===== src/rtl/exc_pkg.sv =====
package exc_pkg;

    localparam int VEC_W = 8;

    localparam logic [VEC_W-1:0] VEC_ADDR_ERR  = 8'd3;
    localparam logic [VEC_W-1:0] VEC_DIV_ZERO  = 8'd5;
    localparam logic [VEC_W-1:0] VEC_LINE_1010 = 8'd10;
    localparam logic [VEC_W-1:0] VEC_TRAP_BASE = 8'd32;

    typedef enum logic [1:0] {
        SZ_BYTE = 2'd0,
        SZ_WORD = 2'd1,
        SZ_LONG = 2'd2
    } acc_size_e;

    typedef enum logic [2:0] {
        ST_IDLE,
        ST_PUSH_PC,
        ST_PUSH_SR,
        ST_FETCH,
        ST_POP_SR,
        ST_POP_PC
    } seq_state_e;

    typedef struct packed {
        logic             hit;
        logic [VEC_W-1:0] vec;
        logic             resume_next;
    } exc_pick_t;

    function automatic exc_pick_t pick_cause(
        input logic             addr_err,
        input logic             bus_err,
        input logic             line_1010,
        input logic             trap,
        input logic [3:0]       trap_num,
        input logic             div_zero,
        input logic             irq,
        input logic [VEC_W-1:0] irq_vec,
        input logic [VEC_W-1:0] bus_vec
    );
        exc_pick_t p;
        p = '{hit: 1'b1, vec: '0, resume_next: 1'b0};
        if (addr_err)       p.vec = VEC_ADDR_ERR;
        else if (bus_err)   p.vec = bus_vec;
        else if (line_1010) p.vec = VEC_LINE_1010;
        else if (trap) begin
            p.vec         = VEC_TRAP_BASE + {4'b0, trap_num};
            p.resume_next = 1'b1;
        end else if (div_zero) begin
            p.vec         = VEC_DIV_ZERO;
            p.resume_next = 1'b1;
        end else if (irq) begin
            p.vec         = irq_vec;
            p.resume_next = 1'b1;
        end else begin
            p.hit = 1'b0;
        end
        return p;
    endfunction

endpackage


===== src/rtl/exc_cause_detect.sv =====
module exc_cause_detect
    import exc_pkg::*;
#(
    parameter int               AW          = 32,
    parameter logic [VEC_W-1:0] BUS_ERR_VEC = 8'd2
) (
    input  logic             ex_valid,
    input  logic [AW-1:0]    ex_pc,
    input  logic [AW-1:0]    ex_next_pc,
    input  logic [3:0]       ex_op_hi,
    input  logic             ex_div_zero,
    input  logic             ex_trap,
    input  logic [3:0]       ex_trap_num,
    input  logic             ex_mem_en,
    input  logic [1:0]       ex_mem_size,
    input  logic             ex_mem_addr0,
    input  logic             ex_bus_err,
    input  logic             irq_req,
    input  logic [VEC_W-1:0] irq_vec,
    output exc_pick_t        pick,
    output logic [AW-1:0]    ret_pc
);
    logic wide_access;
    logic addr_err;
    logic line_1010;

    always_comb begin
        wide_access = (acc_size_e'(ex_mem_size) == SZ_WORD) ||
                      (acc_size_e'(ex_mem_size) == SZ_LONG);
        addr_err    = ex_pc[0] || (ex_mem_en && wide_access && ex_mem_addr0);
        line_1010   = (ex_op_hi == 4'b1010);
        if (ex_valid)
            pick = pick_cause(addr_err, ex_bus_err, line_1010, ex_trap,
                              ex_trap_num, ex_div_zero, irq_req, irq_vec,
                              BUS_ERR_VEC);
        else
            pick = '{hit: 1'b0, vec: '0, resume_next: 1'b0};
        ret_pc = pick.resume_next ? ex_next_pc : ex_pc;
    end
endmodule


===== src/rtl/exc_seq_fsm.sv =====
module exc_seq_fsm
    import exc_pkg::*;
(
    input  logic       clk,
    input  logic       rst,
    input  logic       start_exc,
    input  logic       start_rte,
    output seq_state_e state
);
    seq_state_e nxt;

    always_comb begin
        nxt = state;
        unique case (state)
            ST_IDLE: begin
                if (start_exc)      nxt = ST_PUSH_PC;
                else if (start_rte) nxt = ST_POP_SR;
            end
            ST_PUSH_PC: nxt = ST_PUSH_SR;
            ST_PUSH_SR: nxt = ST_FETCH;
            ST_FETCH:   nxt = ST_IDLE;
            ST_POP_SR:  nxt = ST_POP_PC;
            ST_POP_PC:  nxt = ST_IDLE;
            default:    nxt = ST_IDLE;
        endcase
    end

    always_ff @(posedge clk) begin
        if (rst) state <= ST_IDLE;
        else     state <= nxt;
    end
endmodule


===== src/rtl/exc_frame_regs.sv =====
module exc_frame_regs
    import exc_pkg::*;
#(
    parameter int          AW       = 32,
    parameter logic [31:0] SP_RESET = 32'h0000_0800,
    parameter logic [15:0] SR_RESET = 16'h2700,
    parameter int          S_BIT    = 13
) (
    input  logic             clk,
    input  logic             rst,
    input  seq_state_e       state,
    input  logic             start_exc,
    input  logic             start_rte,
    input  exc_pick_t        pick,
    input  logic [AW-1:0]    ret_pc_in,
    input  logic             sr_load,
    input  logic [15:0]      sr_load_val,
    input  logic [15:0]      pop_sr,
    output logic [AW-1:0]    ssp_q,
    output logic [15:0]      sr_q,
    output logic [VEC_W-1:0] vec_q,
    output logic [AW-1:0]    ret_q,
    output logic [15:0]      saved_sr_q
);
    localparam logic [AW-1:0] FRAME_BYTES = AW'(6);

    always_ff @(posedge clk) begin
        if (rst) begin
            ssp_q      <= AW'(SP_RESET);
            sr_q       <= SR_RESET;
            vec_q      <= '0;
            ret_q      <= '0;
            saved_sr_q <= '0;
        end else begin
            unique case (state)
                ST_IDLE: begin
                    if (start_exc) begin
                        vec_q      <= pick.vec;
                        ret_q      <= ret_pc_in;
                        saved_sr_q <= sr_q;
                    end else if (!start_rte && sr_load) begin
                        sr_q <= sr_load_val;
                    end
                end
                ST_PUSH_SR: begin
                    ssp_q       <= ssp_q - FRAME_BYTES;
                    sr_q[S_BIT] <= 1'b1;
                end
                ST_POP_SR: sr_q  <= pop_sr;
                ST_POP_PC: ssp_q <= ssp_q + FRAME_BYTES;
                default: ;
            endcase
        end
    end
endmodule


===== src/rtl/exc_entry_ctrl.sv =====
module exc_entry_ctrl
    import exc_pkg::*;
#(
    parameter int          AW          = 32,
    parameter logic [31:0] SP_RESET    = 32'h0000_0800,
    parameter logic [15:0] SR_RESET    = 16'h2700,
    parameter int          S_BIT       = 13,
    parameter logic [7:0]  BUS_ERR_VEC = 8'd2
) (
    input  logic          clk,
    input  logic          rst,
    input  logic          ex_valid,
    input  logic [AW-1:0] ex_pc,
    input  logic [AW-1:0] ex_next_pc,
    input  logic [3:0]    ex_op_hi,
    input  logic          ex_div_zero,
    input  logic          ex_trap,
    input  logic [3:0]    ex_trap_num,
    input  logic          ex_mem_en,
    input  logic [1:0]    ex_mem_size,
    input  logic          ex_mem_addr0,
    input  logic          ex_bus_err,
    input  logic          irq_req,
    input  logic [7:0]    irq_vec,
    input  logic          rte_req,
    input  logic          sr_load,
    input  logic [15:0]   sr_load_val,
    input  logic [AW-1:0] stk_rdata,
    input  logic [AW-1:0] vec_rdata,
    output logic          busy,
    output logic [7:0]    exc_vector,
    output logic [15:0]   sr,
    output logic [AW-1:0] ssp,
    output logic          stk_we,
    output logic          stk_re,
    output logic          stk_long,
    output logic [AW-1:0] stk_addr,
    output logic [AW-1:0] stk_wdata,
    output logic          vec_re,
    output logic [AW-1:0] vec_addr,
    output logic          redirect_valid,
    output logic [AW-1:0] redirect_pc
);
    localparam logic [AW-1:0] PC_OFS = AW'(4);
    localparam logic [AW-1:0] SR_OFS = AW'(6);
    localparam logic [AW-1:0] UP_OFS = AW'(2);

    exc_pick_t     pick;
    logic [AW-1:0] ret_pc;
    seq_state_e    state;
    logic          start_exc;
    logic          start_rte;
    logic [AW-1:0] ret_q;
    logic [15:0]   saved_sr_q;

    exc_cause_detect #(.AW(AW), .BUS_ERR_VEC(BUS_ERR_VEC)) u_detect (
        .ex_valid    (ex_valid),
        .ex_pc       (ex_pc),
        .ex_next_pc  (ex_next_pc),
        .ex_op_hi    (ex_op_hi),
        .ex_div_zero (ex_div_zero),
        .ex_trap     (ex_trap),
        .ex_trap_num (ex_trap_num),
        .ex_mem_en   (ex_mem_en),
        .ex_mem_size (ex_mem_size),
        .ex_mem_addr0(ex_mem_addr0),
        .ex_bus_err  (ex_bus_err),
        .irq_req     (irq_req),
        .irq_vec     (irq_vec),
        .pick        (pick),
        .ret_pc      (ret_pc)
    );

    assign busy      = (state != ST_IDLE);
    assign start_exc = !busy && pick.hit;
    assign start_rte = !busy && !pick.hit && rte_req;

    exc_seq_fsm u_fsm (
        .clk      (clk),
        .rst      (rst),
        .start_exc(start_exc),
        .start_rte(start_rte),
        .state    (state)
    );

    exc_frame_regs #(
        .AW(AW), .SP_RESET(SP_RESET), .SR_RESET(SR_RESET), .S_BIT(S_BIT)
    ) u_regs (
        .clk        (clk),
        .rst        (rst),
        .state      (state),
        .start_exc  (start_exc),
        .start_rte  (start_rte),
        .pick       (pick),
        .ret_pc_in  (ret_pc),
        .sr_load    (sr_load),
        .sr_load_val(sr_load_val),
        .pop_sr     (stk_rdata[15:0]),
        .ssp_q      (ssp),
        .sr_q       (sr),
        .vec_q      (exc_vector),
        .ret_q      (ret_q),
        .saved_sr_q (saved_sr_q)
    );

    always_comb begin
        stk_we         = 1'b0;
        stk_re         = 1'b0;
        stk_long       = 1'b0;
        stk_addr       = '0;
        stk_wdata      = '0;
        vec_re         = 1'b0;
        vec_addr       = '0;
        redirect_valid = 1'b0;
        redirect_pc    = '0;
        unique case (state)
            ST_PUSH_PC: begin
                stk_we    = 1'b1;
                stk_long  = 1'b1;
                stk_addr  = ssp - PC_OFS;
                stk_wdata = ret_q;
            end
            ST_PUSH_SR: begin
                stk_we    = 1'b1;
                stk_addr  = ssp - SR_OFS;
                stk_wdata = AW'(saved_sr_q);
            end
            ST_FETCH: begin
                vec_re         = 1'b1;
                vec_addr       = AW'(exc_vector) << 2;
                redirect_valid = 1'b1;
                redirect_pc    = vec_rdata;
            end
            ST_POP_SR: begin
                stk_re   = 1'b1;
                stk_addr = ssp;
            end
            ST_POP_PC: begin
                stk_re         = 1'b1;
                stk_long       = 1'b1;
                stk_addr       = ssp + UP_OFS;
                redirect_valid = 1'b1;
                redirect_pc    = stk_rdata;
            end
            default: ;
        endcase
    end
endmodule


===== config.mk =====
export PLATFORM = sky130hd
export DESIGN_NAME = exc_entry_ctrl
export DESIGN_NICKNAME = d
export VERILOG_FILES = /design/src/rtl/exc_pkg.sv /design/src/rtl/exc_cause_detect.sv /design/src/rtl/exc_seq_fsm.sv /design/src/rtl/exc_frame_regs.sv /design/src/rtl/exc_entry_ctrl.sv
export SDC_FILE = /design/constraint.sdc
export NUM_CORES = 1
export LEC_CHECK = 0
export BUFFER_PORTS_ARGS = -buffer_cell sky130_fd_sc_hd__clkbuf_2
export CAP_MARGIN = 20
export CORE_MARGIN = 5
export CORE_UTILIZATION = 35
export CTS_CLUSTER_DIAMETER = 50
export CTS_CLUSTER_SIZE = 28
export DETAILED_ROUTE_END_ITERATION = 8
export PLACE_DENSITY = 0.6
export SLEW_MARGIN = 20
export SYNTH_ARGS = -nofsm -noshare
export SYNTH_HDL_FRONTEND = slang
export SYNTH_HIERARCHICAL = 1
export SYNTH_SLANG_ARGS = --single-unit
export TNS_END_PERCENT = 100

===== constraint.sdc =====
create_clock -name clk -period 5.3 [get_ports clk]
set_input_delay 0.795 -clock clk [delete_from_list [all_inputs] [get_ports clk]]
set_output_delay 0.795 -clock clk [all_outputs]
set_load 0.01 [all_outputs]

Yosys cells after proc, flatten, opt, wreduce, memory -nomap -nowiden

Index checks and enable logic that the tools add are counted.

Bits in registers: 107
Latch bits: 0
Bits in writable memories: 0
ROM bits: 0
Bits of input ports: 173
Output and inout bits: 190
Word-level logic and storage cells: 81
Memories kept: 0

Add/subtract/negate cells: 5
Multipliers: 0
Div/mod/pow operators: 0
Magnitude comparators: 0
Equal/unequal tests: 11
Shift-type cells: 0
Mux-type cells: 35
Bitwise operators: 0
Reductions and logical operators: 23

Operators with widths:

| cell                                                                  | count |
|---|---|
| 32-bit case mux with 2 select lines                                   | 3 |
| 32-bit case mux with 4 select lines                                   | 1 |
| 32-bit by 3-bit subtractor with 32-bit output (second input constant) | 2 |
| 32-bit by 2-bit adder with 32-bit output (second input constant)      | 1 |
| 32-bit by 3-bit adder with 32-bit output (second input constant)      | 1 |
| 16-bit two-way mux                                                    | 2 |
| 32-bit two-way mux                                                    | 1 |
| 9-bit two-way mux                                                     | 3 |
| 13-bit case mux with 2 select lines                                   | 1 |
| 8-bit two-way mux                                                     | 3 |
| 10-bit two-way mux                                                    | 2 |
| 1-bit two-way mux                                                     | 14 |
| 3-bit case mux with 4 select lines                                    | 1 |
| 2-bit OR reduction                                                    | 4 |
| 6-bit by 4-bit adder with 7-bit output (first input constant)         | 1 |
| 3-bit by 2-bit == test with 1-bit output (second input constant)      | 2 |
| 3-bit == test (second input constant)                                 | 2 |
| 1-bit logical AND                                                     | 6 |
| 3-bit two-way mux                                                     | 2 |
| 3-bit AND reduction                                                   | 2 |
| 3-bit nonzero test                                                    | 2 |
| 4-bit == test (second input constant)                                 | 1 |
| 2-bit case mux with 2 select lines                                    | 1 |
| 2-bit nonzero test                                                    | 2 |
| 11 further kinds                                                      | 14 |

Longest topological paths before layout

Gate-level depths: netlist (run 1).

Word-level depth: 15
Gate-level depth with buffers: 14
Mapped depth without buffers: 13

Modules after synthesis

The synthesis (run 1) kept the hierarchy.

By module, submodules not included:

| module           | times used | cells an instance | area an instance (um2) | sequential area each (um2) |
|---|---|---|---|---|
| exc_frame_regs   | 1          | 675               | 5,291.3                | 2,062.0 |
| exc_entry_ctrl   | 1          | 547               | 3,607.2                | 0.0 |
| exc_cause_detect | 1          | 70                | 788.3                  | 0.0 |
| exc_seq_fsm      | 1          | 10                | 107.6                  | 60.1 |

Worst setup path before layout (run 1)

No wires, ideal clock.

Path kind: reg-to-output
From: register u_fsm.state[2]
To: output port stk_addr[30]
Data arrival time: 3.956 ns
Required time: 4.505 ns
Path slack: 0.549 ns
Stages on the path, launching flop included: 15
Buffers on the path: 2
Cell sequence: dfxtp_1 > clkbuf_1 > and2_1 > clkbuf_1 > inv_1 > ha_1 > a31oi_1 > o2bb2ai_1 > o31a_1 > a211oi_1 > a31oi_1 > o31ai_1 > a41oi_1 > mux2i_1 > o21ai_0

Cells in the longest elaborated chain, start to end: 2
Elaborated cells on any way between the ends: 5
Those cells by class: eq/ne (4); mux (1)

RTL lines:

| element                                     | line                  | source |
|---|---|---|
| from (decl)                                 | exc_seq_fsm.sv:8      | `output seq_state_e state` |
| from (signal assigned)                      | exc_seq_fsm.sv:30     | `else state <= nxt;` |
| 3-bit == test, or another cell as far along | exc_entry_ctrl.sv:116 | `unique case (state)` |
| 32-bit case mux with 4 select lines *       | exc_entry_ctrl.sv:116 |  |
| to (decl)                                   | exc_entry_ctrl.sv:37  | `output logic [AW-1:0] stk_addr,` |

Every way passes the cells marked *; elsewhere a longest branch is shown, timed or not.

Final worst setup path (run 1)

From: register u_fsm.state[0]
To: output port stk_addr[28]

Same word-level chain as after synthesis.

==> impl_results.md, run 1 <==
- Compound-cell area share of the yosys netlist: 27.6%
- Post-Synth Adder-Cell Area: 8.51%
- Peak Freq: 202 MHz
- CP dominant cell by count: o21ai_0
- Final worst-path cycle share: 93.5%
- Setup Fix Bufs, Post-CTS: 0
- Top Ports: 363
- Commonest non-fill, non-tap cell in the layout: clkbuf_2
- Worst clock skew: 0.0149 ns
- Worst endpoint required time: 4.51 ns
- Clk slew on worst S/H paths: 0.09 ns
- Fill count: 2923
- Critical path peak fanout: 24
- Post-route ant nets: 0
- Initial DRT Pass Iterations: 7
- Die area: 31400 um2
- CP max stage delay: 0.41 ns
- Unrepaired setup endpoints after global routing: false
- Vias per cell: 5.33
- Post-synth ARST share: 0%
- Synth Instances: 1302
- Final worst setup slack: 0.345 ns
- Die Y: 177 um
- Initial DRC count: 609
- Pin count of the biggest net entering global routing: 74
- Cts hold-fix bufs: 0
- Max VDD drop: 0.241 mV
- CTS Root Cell: clkbuf_16
- Top post-synthesis cells by area: dfxtp_1 22%, ha_1 8.3%, nand2_1 8.1%
- Register area share after synthesis: 21.7%
- Endpoints failing hold: 0
- CP endpoint kind: output pin
- Core box area: 27700 um2
- Die X: 177 um
- Met2 usage: 38.9%
- Area Growth Syn to Fin: 22.5%
- Top-area cell type share of the netlist area: 21.7%
- Row count: 61
- Largest family of logic cells by synthesized area: compound AO/OA/AOI/OAI gates
- Synth Flop Type: dfxtp_1
- Multiplexer share of the synthesized area: 7.03%
- Final WL: 36000 um
- TritonCTS clock tree: done
- Smallest hold slack: 0.454 ns
- Cts bufs inserted: 9
- Yosys top cell by area: dfxtp_1
- Mean Syn Cell Area: 7.52 um2
- Vias after detailed routing: 10498
- Crit path cell chain: nor2b_1 > and2_1 > inv_1 > buf_4 > ha_1 > a21o_1 > a21o_1 > a21oi_1 > o21ai_0 > a31oi_1 > o21ai_0 > a311oi_1 > xnor2_1 > o21ai_0 > clkbuf_2
- Clk_lat worst skew: 0.36 ns
- Tot Pwr: 8460 uW
- Detailed Place HPWL: 28000 um
- Status: completed
- Startpoint Class: register
- Vias in the first global route: 9972
- Pwr Density: 705 nW/um2
- Slew Limit Headroom: 32.3%
- GP Congestion: 0.906
- Clk buf depth: 2
- Global routing usage on met3: 3.74%
- Clk sinks: 106
- Routed len/inst: 18.3 um
- Setup TNS: 0 ns
- Proportion of layout cells with a drive suffix above 1: 27.1%
- # setup viols final: 0
- Yosys reg bits: 106
- # DRC: 0
- Grt total ovfl: 0
- Distinct cells, synth: 79
- Slew @ Worst Pin: 1.01 ns
- Post-Synth XOR/XNOR Area: 5.28%
- WP data arrival: 4.16 ns
- Worst hold path type: reg -> reg
- Mapped cell area: 9790 um2
- Total GRT Usage: 21.6%
- Slowest CP cell: a31oi_1
- Initial antenna violation count: 2
- Synth warn: 6
- Lkg Pwr: 0.00572 uW
- Most frequent cells in the layout: 335 x clkbuf_2, 211 x nand2_1, 135 x a21oi_1, 105 x dfxtp_1, 86 x nor2_1
- First-pass GRT wire length: 54800 um
- CTS H-tree depth: 3
- GR peak layer: met2
- Worst slack, placed: 0.706 ns
- EDFF count, synth: 0
- Nets: 1824
- Minimum clock period: 4.96 ns
- Grt met1 use: 26.9%
- Slew Viols, Final: 0
- Max_cap viols: 0
- Synth Area in Simple Gates: 23.4%
- Critical path class: reg -> out
- Port Buffers: 336
- Initial Util: 35.4%
-- cells in the mapped netlist, drive strengths merged (4+ instances only) --
| library cell | count |
|---|---|
| xor2 | 27 |
| nand2 | 212 |
| dfxtp | 106 |
| buf | 36 |
| a21boi | 5 |
| mux2 | 31 |
| a21oi | 136 |
| or4 | 6 |
| ha | 65 |
| a2111oi | 5 |
| a21o | 38 |
| and2 | 9 |
| inv | 22 |
| o22ai | 4 |
| o211ai | 10 |
| a22oi | 4 |
| o21ai | 65 |
| nor3 | 21 |
| xnor2 | 32 |
| a31oi | 15 |
| o221ai | 10 |
| nand4 | 17 |
| a41oi | 4 |
| clkbuf | 73 |
| a22o | 48 |
| nor4 | 8 |
| a311oi | 4 |
| or3 | 12 |
| o21a | 6 |
| mux2i | 23 |
| o21bai | 7 |
| nand3 | 22 |
| a211oi | 23 |
| nor2 | 90 |
| nand2b | 9 |
| o31ai | 8 |
| nor3b | 6 |
| and3 | 31 |
| nor2b | 13 |
-- critical path: cells and delay by family, from the launching register on --
family                   cells  cell delay (ns)
adder cells (fa/ha/maj)      1             0.36
flip-flops                   1             0.32
XOR/XNOR                     1             0.11
AND/OR/NAND/NOR              2             0.28
buffers and inverters        3             0.88
AO/OA/AOI/OAI                8             1.85
-- area by class of cell --
class / count / area (um2) / share of cell area [%]
Tap cell: 378 / 473 / 3.94
Multi-Input combinational cell: 1088 / 7140 / 59.5
Antenna cell: 2 / 5.00 / 0.0417
Clock buffer: 9 / 225 / 1.88
Inverter: 22 / 82.6 / 0.688
Timing Repair Buffer: 358 / 1860 / 15.5
Sequential cell: 106 / 2120 / 17.7
Clock inverter: 7 / 86.3 / 0.719
-- per-stage QoR --
| stage | utilization, % | cell area (um2) | cells |
|---|---|---|---|
| after floorplan | - | 9880 | 1325 |
| after global placement | 42.2 | 11700 | 1952 |
| after detailed placement | 42.2 | 11700 | 1952 |
| after CTS | 43.3 | 12000 | 1968 |
| after global routing | 43.3 | 12000 | 1970 |
| final | 43.3 | 12000 | 1970 |
-- per-layer routing --
| metal | vias up | part of all wire, % | wire length [um] |
|---|---|---|---|
| li1 | 5267 | - | - |
| met1 | 4869 | 42 | 15300 |
| met2 | 329 | 50 | 18000 |
| met3 | 33 | 5.9 | 2140 |
| met4 | 0 | 1.6 | 583 |
| met5 | - | 0 | 0 |
-- power breakdown --
part	leakage [uW]	total (uW)	internal [uW]	switching, uW
Combinational	0.00470	6370	2590	3790
Sequential	0.000865	1380	1050	335
Clock	0.000151	703	340	364
Total	0.00572	8460	3970	4490
-- kinds of logic (layout without fill, tap and decap cells) --
kind of cell               Yosys count  in the layout
other                                2             27
DFF                                106            106
AOI/OAI and AO/OA                  410            410
adders and majority gates           66             66
buffers and inverters              131            396
muxes                               54             54
and+or+nand+nor                    474            474
xor gates and xnor gates            59             59
-- path summary, 6_finish.rpt --
check / startpoint / end / slack, ns / depth (start not counted)
max: u_fsm/state[0] / stk_addr[28] / 0.34 / 15
min: u_regs/ret_q[19] / u_regs/ret_q[19] / 0.45 / 2
max reg2reg: u_fsm/state[0] / u_regs/ssp_q[19] / 1.37 / 13
min reg2reg: u_regs/ret_q[19] / u_regs/ret_q[19] / 0.45 / 2
-- state kept, by name, indices dropped and copies added, names as in the netlist --
name               cells
u_regs/saved_sr_q     16
u_regs/sr_q           16
u_fsm/state            3
u_regs/ret_q          32
u_regs/ssp_q          31
u_regs/vec_q           8
-- repair_timing --
item                                    CTS  global route
endpoints found under the setup margin    0             1
resized for setup                         0             1
endpoints found under the hold margin     0             0
No activity file was read; power rests on OpenSTA's default activity.
==> inputs of run 2 (changes only) <==
Settings changed: CORE_UTILIZATION 35 to 51, PLACE_DENSITY 0.6 to 0.82.
==> run 2 against run 1 <==
  * Via count grew 5.1%
  * Register-to-register slack lost 0.10 ns
  * Die area shrank 30%
  * Utilization grew 19 points
  * Critical path depth is the same
  * Cell count shrank 6.2%
  * Clock skew shrank 0.00057 ns
  * Sequential share of layout area grew 0.27 points
  * Non-clock buffer count shrank 2
  * Fmax is essentially flat
  * Worst setup slack lost 0.0012 ns
  * Critical path type unchanged
  * Largest cell class unchanged
==> impl_results.md, run 2 (same netlist as run 1, synthesis figures left out) <==
- Status: completed
- Cts hold-fix bufs: 0
- WP data arrival: 4.16 ns
- GP Congestion: 1.07
- Fin area: 11800 um2
- # setup viols final: 0
- Top Registers: u_regs/ret_q x32, u_regs/ssp_q x31
- Top Ports: 363
- Area Growth Syn to Fin: 20.7%
- Critical path class: reg -> out
- Commonest non-fill, non-tap cell in the layout: clkbuf_2
- Smallest hold slack: 0.456 ns
- Initial antenna violation count: 2
- Die area: 22100 um2
- Worst endpoint required time: 4.51 ns
- Die X: 149 um
- Max FFs per register: 32
- First-pass GRT wire length: 55800 um
- Startpoint Class: register
- Row count: 50
- Initial DRT Pass Iterations: 5
- Clk_lat worst skew: 0.35 ns
- Lkg Pwr: 0.00570 uW
- Initial Util: 52.0%
- Routed len/inst: 19.7 um
- Final worst-path cycle share: 93.5%
- Setup TNS: 0 ns
- Clk buf depth: 2
- Slew @ Worst Pin: 0.865 ns
- CTS resizes: 0
- Worst clock skew: 0.0143 ns
- CTS H-tree depth: 3
- Core box area: 18800 um2
- Detailed Place HPWL: 28200 um
- Proportion of layout cells with a drive suffix above 1: 27.0%
- Vias per cell: 5.97
- Vias in the first global route: 10083
- Slew Limit Headroom: 42.2%
- Post-route ant nets: 0
- Nets: 1822
- Initial DRC count: 857
- Die Y: 149 um
- # DRC: 0
- Clk sinks: 106
- Crit path launch: u_fsm/state[0]
- Unrepaired setup endpoints after global routing: false
- Total GRT Usage: 31.2%
- Reg-to-Reg Start: u_fsm/state[0]
- CTS Root Cell: clkbuf_16
- Final WL: 36400 um
- Grt total ovfl: 0
- Max VDD drop: 0.281 mV
- R2R cell count: 13
- Peak Freq: 202 MHz
- Vias after detailed routing: 11035
- Clk slew on worst S/H paths: 0.08 ns
- Port Buffers: 336
- Max_cap viols: 0
- FF-to-FF setup slack: 1.27 ns
- Pin count of the biggest net entering global routing: 71
- Setup Fix Bufs, Post-CTS: 0
- Number of antenna diodes: 0
- Endpoints failing hold: 0
- Placement Cell Area: 11500 um2
- Most frequent cells in the layout: 335 x clkbuf_2, 210 x nand2_1, 135 x a21oi_1, 105 x dfxtp_1, 86 x nor2_1
- Non-Filler Instances: 1848
- Minimum clock period: 4.96 ns
- Cts bufs inserted: 9
- Crit path to: stk_addr[29]
- Largest reg by FF count: u_regs/ret_q
- Pwr Density: 711 nW/um2
- Reg2reg end: u_regs/ssp_q[19]
- TritonCTS clock tree: done
- Finished Core Util: 62.8%
- Slew Viols, Final: 0
- CP endpoint kind: output pin
- Cell Count Post-Placement: 1832
- Worst hold path type: reg -> reg
- Critical path peak fanout: 31
-- run 2: changes by cell type in the layout (fill, tap and decap cells not counted), sizes merged --
cell | before | now
clkinv | 4 | 1
buf | 23 | 21
diode | 2 | 0
bufinv | 0 | 1
clkbuf | 344 | 345
clkinvlp | 0 | 1
-- run 2: worst min-delay path by stage --
stage                          start               endpoint  slack, ns  cells past startpoint
2_1_floorplan       u_regs/ret_q[16]       u_regs/ret_q[16]       0.43                      2
3_3_place_gp        u_regs/ret_q[24]       u_regs/ret_q[24]       0.44                      2
3_5_place_dp        u_regs/ret_q[24]       u_regs/ret_q[24]       0.44                      2
4_1_cts             u_regs/ret_q[24]       u_regs/ret_q[24]       0.46                      2
5_1_grt         u_regs/saved_sr_q[6]   u_regs/saved_sr_q[6]       0.47                      2
6_report       u_regs/saved_sr_q[15]  u_regs/saved_sr_q[15]       0.46                      2
-- run 2: metal layers --
layer  global-route usage, %  vias up  wire length (um)
met2                    50.9      563             17000
met5                       0        -                34
met3                    8.56       70              3690
met1                    40.2     5136             14600
met4                    9.56        4               977
li1                        -     5262                 -
-- run 2: report_power, final --
part | leakage, uW | switching (uW) | internal, uW
registers | 0.000865 | 349 | 1050
clock network | 0.000148 | 337 | 379
logic | 0.00468 | 3740 | 2560
total | 0.00570 | 4420 | 3990
-- run 2: worst max-delay path, stage by stage, from the launching register on --
cell,delay [ns]
dfxtp_2,0.32
nor2b_1,0.13
and2_1,0.16
inv_1,0.21
buf_4,0.39
ha_1,0.32
a21oi_1,0.19
o21ai_0,0.13
o211ai_1,0.27
o21ai_0,0.24
a2111oi_0,0.45
nor2_1,0.16
a311oi_1,0.33
xor2_1,0.21
o221ai_1,0.14
clkbuf_2,0.17
-- run 2: cell type report --
cell class	instances	area [um2]
fill	1697	7010
multi-input combinational	1088	7150
clock inverter	6	82.6
sequential	106	2120
inverter	22	82.6
tap	260	325
clock buffer	10	229
timing repair buffer	356	1830
-- run 2: through the flow --
| step | total power, uW | worst slack, ns |
|---|---|---|
| finish | 8410 | 0.344 |
| global route | 9110 | 0.000379 |
| CTS | 8320 | 0.352 |
| detailed placement | 7580 | 0.748 |
| global placement | 7470 | 0.793 |
| floorplan | 5890 | 0.549 |
